`config.mk`:
```
export PLATFORM = sky130hd
export DESIGN_NAME = rst_status_ctrl
export DESIGN_NICKNAME = d
export VERILOG_FILES = /design/src/rtl/rscr_pkg.sv /design/src/rtl/rscr_edge_detect.sv /design/src/rtl/rscr_arm_fsm.sv /design/src/rtl/rscr_pulse_fsm.sv /design/src/rtl/rscr_status_reg.sv /design/src/rtl/rst_status_ctrl.sv
export SDC_FILE = /design/constraint.sdc
export NUM_CORES = 1
export LEC_CHECK = 0
export ABC_AREA = 1
export BUFFER_PORTS_ARGS = -buffer_cell sky130_fd_sc_hd__buf_2
export CORE_MARGIN = 1.5
export CORE_UTILIZATION = 25
export DETAILED_ROUTE_END_ITERATION = 7
export PLACE_DENSITY_LB_ADDON = 0.1
export SLEW_MARGIN = 20
export SYNTH_ARGS = -nofsm -noshare
export SYNTH_HDL_FRONTEND = slang
export SYNTH_HIERARCHICAL = 1
export SYNTH_SLANG_ARGS = --single-unit
```
`constraint.sdc`:
```
create_clock -name clk -period 1.8 [get_ports clk]
set_input_delay 0.36 -clock clk [delete_from_list [all_inputs] [get_ports clk]]
set_output_delay 0.36 -clock clk [all_outputs]
set_load 0.02 [all_outputs]
```
`src/rtl/rscr_pkg.sv`:
```
package rscr_pkg;
    localparam int DATA_W    = 32;
    localparam int FIELD_LSB = 27;
    localparam int FIELD_W   = DATA_W - FIELD_LSB;

    // bit positions inside the stored five-bit field (word bit - FIELD_LSB)
    localparam int F_PWR_ON    = 31 - FIELD_LSB;
    localparam int F_SOFT_PWR  = 30 - FIELD_LSB;
    localparam int F_SOFT_WARM = 29 - FIELD_LSB;
    localparam int F_BTN_PWR   = 28 - FIELD_LSB;
    localparam int F_BTN_WARM  = 27 - FIELD_LSB;

    localparam logic [FIELD_W-1:0] W1C_MASK  = 5'b10011;
    localparam logic [FIELD_W-1:0] W1S_MASK  = 5'b01100;
    localparam logic [FIELD_W-1:0] LOAD_VAL  = 5'b10000;

    typedef enum logic {ARM_FIRST, ARM_LATER} arm_state_t;
    typedef enum logic {PULSE_IDLE, PULSE_FIRE} pulse_state_t;
endpackage

```
`src/rtl/rscr_edge_detect.sv`:
```
module rscr_edge_detect #(
    parameter int N = 2
) (
    input  logic         clk,
    input  logic         por_n,
    input  logic [N-1:0] lvl_i,
    output logic [N-1:0] rise_o
);
    logic [N-1:0] prev_q;

    for (genvar g = 0; g < N; g++) begin : g_bit
        always_ff @(posedge clk or negedge por_n) begin
            if (!por_n) prev_q[g] <= 1'b0;
            else        prev_q[g] <= lvl_i[g];
        end
        assign rise_o[g] = lvl_i[g] & ~prev_q[g];
    end
endmodule

```
`src/rtl/rscr_arm_fsm.sv`:
```
module rscr_arm_fsm
    import rscr_pkg::*;
(
    input  logic clk,
    input  logic por_n,
    input  logic sys_rst,
    input  logic rearm_i,
    output logic first_o
);
    arm_state_t state_q, state_d;

    always_ff @(posedge clk or negedge por_n) begin
        if (!por_n) state_q <= ARM_FIRST;
        else        state_q <= state_d;
    end

    always_comb begin
        state_d = state_q;
        unique case (state_q)
            ARM_FIRST: if (sys_rst) state_d = ARM_LATER;   // T_LOAD
            ARM_LATER: if (rearm_i) state_d = ARM_FIRST;   // T_REARM
            default:   state_d = ARM_FIRST;
        endcase
    end

    always_comb first_o = (state_q == ARM_FIRST);

    // a re-arm request in a later state lands in ARM_FIRST
    p_rearm_lands_r5: assert property (@(posedge clk) disable iff (!por_n)
        (rearm_i && !sys_rst) |=> first_o);
endmodule

```
`src/rtl/rscr_pulse_fsm.sv`:
```
module rscr_pulse_fsm
    import rscr_pkg::*;
(
    input  logic clk,
    input  logic por_n,
    input  logic hold_i,
    input  logic trig_i,
    output logic req_o
);
    pulse_state_t state_q, state_d;

    always_ff @(posedge clk or negedge por_n) begin
        if (!por_n) state_q <= PULSE_IDLE;
        else        state_q <= state_d;
    end

    always_comb begin
        state_d = PULSE_IDLE;
        unique case (state_q)
            PULSE_IDLE: if (trig_i && !hold_i) state_d = PULSE_FIRE;  // T_TRIGGER
            PULSE_FIRE: if (trig_i && !hold_i) state_d = PULSE_FIRE;  // next trigger
            default:    state_d = PULSE_IDLE;                          // T_DONE
        endcase
    end

    always_comb req_o = (state_q == PULSE_FIRE);

    p_pulse_follows_r8: assert property (@(posedge clk) disable iff (!por_n)
        (trig_i && !hold_i) |=> req_o);
    p_pulse_has_cause_r8: assert property (@(posedge clk) disable iff (!por_n)
        (!(trig_i && !hold_i)) |=> !req_o);
endmodule

```
`src/rtl/rscr_status_reg.sv`:
```
module rscr_status_reg
    import rscr_pkg::*;
(
    input  logic               clk,
    input  logic               por_n,
    input  logic               hold_i,
    input  logic               load_i,
    input  logic               wr_i,
    input  logic [FIELD_W-1:0] wfield_i,
    input  logic               set_bpwr_i,
    input  logic               set_bwarm_i,
    output logic [FIELD_W-1:0] field_o
);
    logic [FIELD_W-1:0] field_q, field_d;

    always_comb begin
        field_d = field_q;
        if (load_i) begin
            field_d = LOAD_VAL;
        end else if (!hold_i) begin
            if (wr_i) begin
                field_d = field_d & ~(wfield_i & W1C_MASK);
                field_d = field_d | (wfield_i & W1S_MASK);
            end
            if (set_bpwr_i)  field_d[F_BTN_PWR]  = 1'b1;
            if (set_bwarm_i) field_d[F_BTN_WARM] = 1'b1;
        end
    end

    always_ff @(posedge clk or negedge por_n) begin
        if (!por_n) field_q <= '0;
        else        field_q <= field_d;
    end

    assign field_o = field_q;

    // set-only bits survive everything except the power-on load
    p_soft_pwr_sticky_r7: assert property (@(posedge clk) disable iff (!por_n)
        (field_o[F_SOFT_PWR] && !load_i) |=> field_o[F_SOFT_PWR]);
    p_soft_warm_sticky_r7: assert property (@(posedge clk) disable iff (!por_n)
        (field_o[F_SOFT_WARM] && !load_i) |=> field_o[F_SOFT_WARM]);
    // hold without load freezes the field
    p_hold_freezes_r11: assert property (@(posedge clk) disable iff (!por_n)
        (hold_i && !load_i) |=> $stable(field_o));
endmodule

```
`src/rtl/rst_status_ctrl.sv`:
```
module rst_status_ctrl
    import rscr_pkg::*;
#(
    parameter int                ADDR_W   = 16,
    parameter logic [ADDR_W-1:0] WIN_BASE = 16'hF020
) (
    input  logic              clk,
    input  logic              por_n,
    input  logic              sys_rst,
    input  logic [ADDR_W-1:0] reg_addr,
    input  logic [DATA_W-1:0] reg_wdata,
    input  logic              reg_we,
    output logic [DATA_W-1:0] reg_rdata,
    input  logic              btn_pwr,
    input  logic              btn_warm,
    output logic              rst_req
);
    localparam int BTN_N = 2;

    logic               win_hit, upper_hit, wr_upper;
    logic [FIELD_W-1:0] wfield, field;
    logic [BTN_N-1:0]   btn_rise;
    logic               arm_first, load_por, soft_pwr_wr, trig;
    logic               unused_bits;

    assign unused_bits = ^{reg_wdata[FIELD_LSB-1:0], reg_addr[1:0], WIN_BASE[2:0]};

    assign win_hit   = (reg_addr[ADDR_W-1:3] == WIN_BASE[ADDR_W-1:3]);
    assign upper_hit = win_hit && reg_addr[2];
    assign wr_upper  = reg_we && upper_hit;
    assign wfield    = reg_wdata[DATA_W-1:FIELD_LSB];

    rscr_edge_detect #(.N(BTN_N)) u_edges (
        .clk    (clk),
        .por_n  (por_n),
        .lvl_i  ({btn_warm, btn_pwr}),
        .rise_o (btn_rise)
    );

    assign soft_pwr_wr = wr_upper && wfield[F_SOFT_PWR] && !sys_rst;

    rscr_arm_fsm u_arm (
        .clk     (clk),
        .por_n   (por_n),
        .sys_rst (sys_rst),
        .rearm_i (soft_pwr_wr),
        .first_o (arm_first)
    );

    assign load_por = sys_rst && arm_first;

    rscr_status_reg u_stat (
        .clk         (clk),
        .por_n       (por_n),
        .hold_i      (sys_rst),
        .load_i      (load_por),
        .wr_i        (wr_upper),
        .wfield_i    (wfield),
        .set_bpwr_i  (btn_rise[0]),
        .set_bwarm_i (btn_rise[1]),
        .field_o     (field)
    );

    assign trig = (wr_upper && (wfield[F_SOFT_PWR] || wfield[F_SOFT_WARM]))
               || (|btn_rise);

    rscr_pulse_fsm u_pulse (
        .clk    (clk),
        .por_n  (por_n),
        .hold_i (sys_rst),
        .trig_i (trig),
        .req_o  (rst_req)
    );

    always_comb begin
        reg_rdata = '0;
        if (upper_hit) reg_rdata[DATA_W-1:FIELD_LSB] = field;
    end

    p_first_loads_r2: assert property (@(posedge clk) disable iff (!por_n)
        (sys_rst && arm_first) |=> (reg_rdata == 32'h8000_0000 || !upper_hit));
    p_later_keeps_r3: assert property (@(posedge clk) disable iff (!por_n)
        (sys_rst && !arm_first) |=> $stable(field));
    p_btn_sets_r9: assert property (@(posedge clk) disable iff (!por_n)
        (btn_rise[0] && !sys_rst) |=> field[F_BTN_PWR]);
    p_warm_no_rearm_r6: assert property (@(posedge clk) disable iff (!por_n)
        (!arm_first && !soft_pwr_wr) |=> !arm_first);
    p_no_req_in_reset_r11: assert property (@(posedge clk) disable iff (!por_n)
        sys_rst |=> !rst_req);
endmodule

```
==> results.md <==
Critical path:
- The critical path endpoint category is a primary output.
- For this design, the slowest cell found on the critical path is sky130_fd_sc_hd__or2_4.
- The data arrival time of the worst path is 1.22 ns.
- The gate family responsible for the most delay along the worst path is simple AND/OR/NAND/NOR gates.
- STA classifies the critical path startpoint as an input port.
- The highest fanout seen on the critical path is 7.
- Traced cell by cell, the critical path runs through buf_2, or2_4, nor2_4, and3_1, buf_2.
- For flop-to-flop paths, the worst setup slack is 0.78 ns.
- Counting stages on the worst path, the most repeated cell is sky130_fd_sc_hd__buf_2.
- The setup path with the least slack is of type in -> out.
- Counting both buffers and inverters, the worst setup path holds a total of 2.
- On the worst path, the slowest cell contributes a delay of 0.25 ns.
- At the worst endpoint, the required time is 1.44 ns.

Clock tree:
- The clock latency on the worst-skew pair is 0.26 ns.
- The tree is rooted in a sky130_fd_sc_hd__clkbuf_4.
- For this design, the sink count on the clock tree is 9.
- The number of buffers inserted during clock tree synthesis is 3.
- In this run, post-CTS repair resized a total of 0 instances.
- In this run the deepest clock path goes through 2 buffers.
- In this run the post-CTS setup repair buffer count came out at 0.
- The deepest level of the CTS H-tree is 1.
- The clock-pin slew of the registers on the worst-case setup and hold paths is 0.06 ns.
- The TritonCTS clock tree is built.

Global routing:
- The global routing usage summed across all routing layers is 8.864%.
- The global routing met2 resource utilization is 15.08%.
- Global routing used 3.930% of the available met3 tracks.
- The wire length of the first global-routing pass is 2256 um.
- In the global route stage, met1 resource usage came out at 9.717%.
- The number of global-route vias before repair is 597.
- The number of antenna violations at the first check in global routing was 0.
- Global routing finished with a remaining overflow of 0.
- The maximum number of pins on one net before global-route repair is 10.
- The busiest layer in global routing is met2.

Timing:
- The number of slew-limit violations in the final report is 0.
- The clock period minus worst slack is 1.578 ns.
- The total count of hold-check failures in the final report came to 0.
- In the final timing run, aggregate negative setup slack is 0 ns.
- Setup repair after global routing left no endpoint under its margin.
- The count of final setup violators is 0.
- Based on the critical path, the design can be clocked at up to 633.7 MHz.
- The clock arrives with 0.003384 ns of skew.
- The post-route fraction of the period consumed by the critical path is 87.67%.
- The worst slack on hold paths is 0.2210 ns.

Synth:
- The synthesized area per cell is 6.931 um^2.
- By area the synthesized netlist is led by sky130_fd_sc_hd__dfrtp_1 (29%), sky130_fd_sc_hd__buf_4 (26%), sky130_fd_sc_hd__nand2_1 (11%).
- The number of synthesis warnings is 6.
- The synthesized cell area is 783.3 um^2.
- Synthesis handed over a netlist of 113 instances.
- The dominant cell type by area after synthesis is sky130_fd_sc_hd__dfrtp_1.
- The total of flip-flops plus latches after synthesis is 9.
- The share of the Yosys chip area taken by registers is 28.75%.
- The proportion of netlist area held by the largest area contributor is 28.75%.
- The synthesized netlist contains 17 unique library cells.

Detailed routing:
- The number of DRC markers after the initial detailed-route iteration is 6.
- The number of nets still failing antenna checks after routing is 0.
- Dividing the detail-routed via count by the number of cells gives 3.739.
- The via total after detailed routing is 673.
- Dividing the detail-routed wire length by the instance count gives 7.767 um.
- The first TritonRoute pass finished after 4 iterations.
- The routed design has 1398 um of wire.
- In the routed design, unresolved DRC markers number 0.

Finish:
- Leaving out fill and tap cells, the most frequent cell in the layout is sky130_fd_sc_hd__buf_2.
- The fraction of layout instances using a drive strength above 1 is 31.29%.
- In the layout the commonest cells are sky130_fd_sc_hd__buf_2 (30), sky130_fd_sc_hd__conb_1 (27), sky130_fd_sc_hd__nand2_1 (23).
- The repair_antennas step left the layout with diodes totalling 0.
- The final net count is 202.
- The area growth from synthesis to layout is 15.66%.

Placed design:
- The half-perimeter wire length after placement is 1197 um.
- Routability-driven placement finished with a final weighted congestion of 0.6808.
- During placement, the flow inserted port buffers numbering 30.

Floorplanning:
- The site row count is 20.
- The effective utilization at floorplan is 26.08%.
- The floorplan die area is 3478 um^2.
- The I/O pin total is 87.
- In this run the standard cell core region covers 3003 um^2.
- The die is 58.98 um wide.
- The y dimension of the die is 58.98 um.

Outcome:
- The run finished with clean final reports.

Pwr:
- The power density relative to cell area is 591.1 nW/um^2.
- The overall power of the completed layout is 535.4 uW.
- The analysis attributes to cell leakage a power of 0.5719 nW.
- The maximum vdd drop is 0.4329 mV.

Min path:
- The tightest min-delay check is of the in -> reg type.

Flow run:
- The tool flagged a number of max-cap violations equal to 0.
cell families (layout without fill, tap and decap cells):
logic type             count (synthesis)  count (layout)  synth area share [%]
flip-flops                             9               9                 28.75
buffers and inverters                 48              56                 35.94
AND/OR/NAND/NOR                       51              51                 32.27
AO/OA/AOI/OAI                          4               4                 2.556
other                                  1              27                0.4788
registers in the layout, indices dropped and copies added, names as in the netlist:
| signal | count |
|---|---|
| u_pulse/req_o | 1 |
| u_edges/prev_q | 2 |
| u_stat/field_o | 5 |
| u_arm/state_q | 1 |
layout make-up:
class | count | area (um^2)
sequential | 9 | 225.2
fill | 344 | 2097
inverter | 21 | 78.83
timing repair buffer | 31 | 160.2
clock buffer | 4 | 26.28
multi-input combinational | 82 | 374.1
tap | 33 | 41.29
final timing paths:
check,to,cells after the start,startpoint
worst min register to register,u_stat/field_o[4],2,u_stat/field_o[4]
worst max-delay path,reg_rdata[30],5,reg_addr[4]
min in group asynchronous,u_edges/prev_q[1],2,por_n
worst max register to register,u_stat/field_o[0],7,u_arm/state_q
worst min-delay path,u_edges/prev_q[1],1,btn_warm
max in group asynchronous,u_stat/field_o[2],2,por_n
stage by stage:
stage / setup slack [ns] / instance area, um^2 / instances / util (%)
final: 0.2220 / 905.9 / 180 / 30.17
after global routing: 0.07101 / 905.9 / 180 / 30.17
after CTS: 0.1997 / 905.9 / 180 / 30.17
after detailed placement: 0.1818 / 869.6 / 175 / 28.96
after global placement: 0.1698 / 869.6 / 175 / 28.96
after floorplan: 0.4173 / 880.8 / 139 / -
power breakdown:
group | internal [mW] | total [mW] | switching [mW]
Sequential | 0.225 | 0.238 | 0.0126
Combinational | 0.0463 | 0.145 | 0.0991
Clock | 0.0852 | 0.152 | 0.0671
metal layers:
| layer | vias to the layer above | part of all wire, % |
|---|---|---|
| li1 | 346 | - |
| met1 | 287 | 44 |
| met2 | 38 | 46 |
| met3 | 2 | 9.8 |
| met4 | 0 | 0.86 |
| met5 | - | 0 |
synth_stat cells:
cell	n
sky130_fd_sc_hd__buf_4	27
sky130_fd_sc_hd__nand3_1	4
sky130_fd_sc_hd__nor2_4	1
sky130_fd_sc_hd__nand2_2	2
sky130_fd_sc_hd__dfrtp_1	9
sky130_fd_sc_hd__nor2_2	6
sky130_fd_sc_hd__nor2_1	6
sky130_fd_sc_hd__inv_1	20
sky130_fd_sc_hd__nand3_2	1
sky130_fd_sc_hd__and3_1	5
sky130_fd_sc_hd__or2_4	1
sky130_fd_sc_hd__inv_2	1
sky130_fd_sc_hd__conb_1	1
sky130_fd_sc_hd__a21oi_1	4
sky130_fd_sc_hd__nand2_1	23
sky130_fd_sc_hd__nand4_1	1
sky130_fd_sc_hd__or2_2	1
repair_timing:
action                                  CTS  global route
endpoints found under the hold margin     9             0
hold buffers                              1             0
endpoints found under the setup margin    0             0
(Power assumes the default switching activity.)
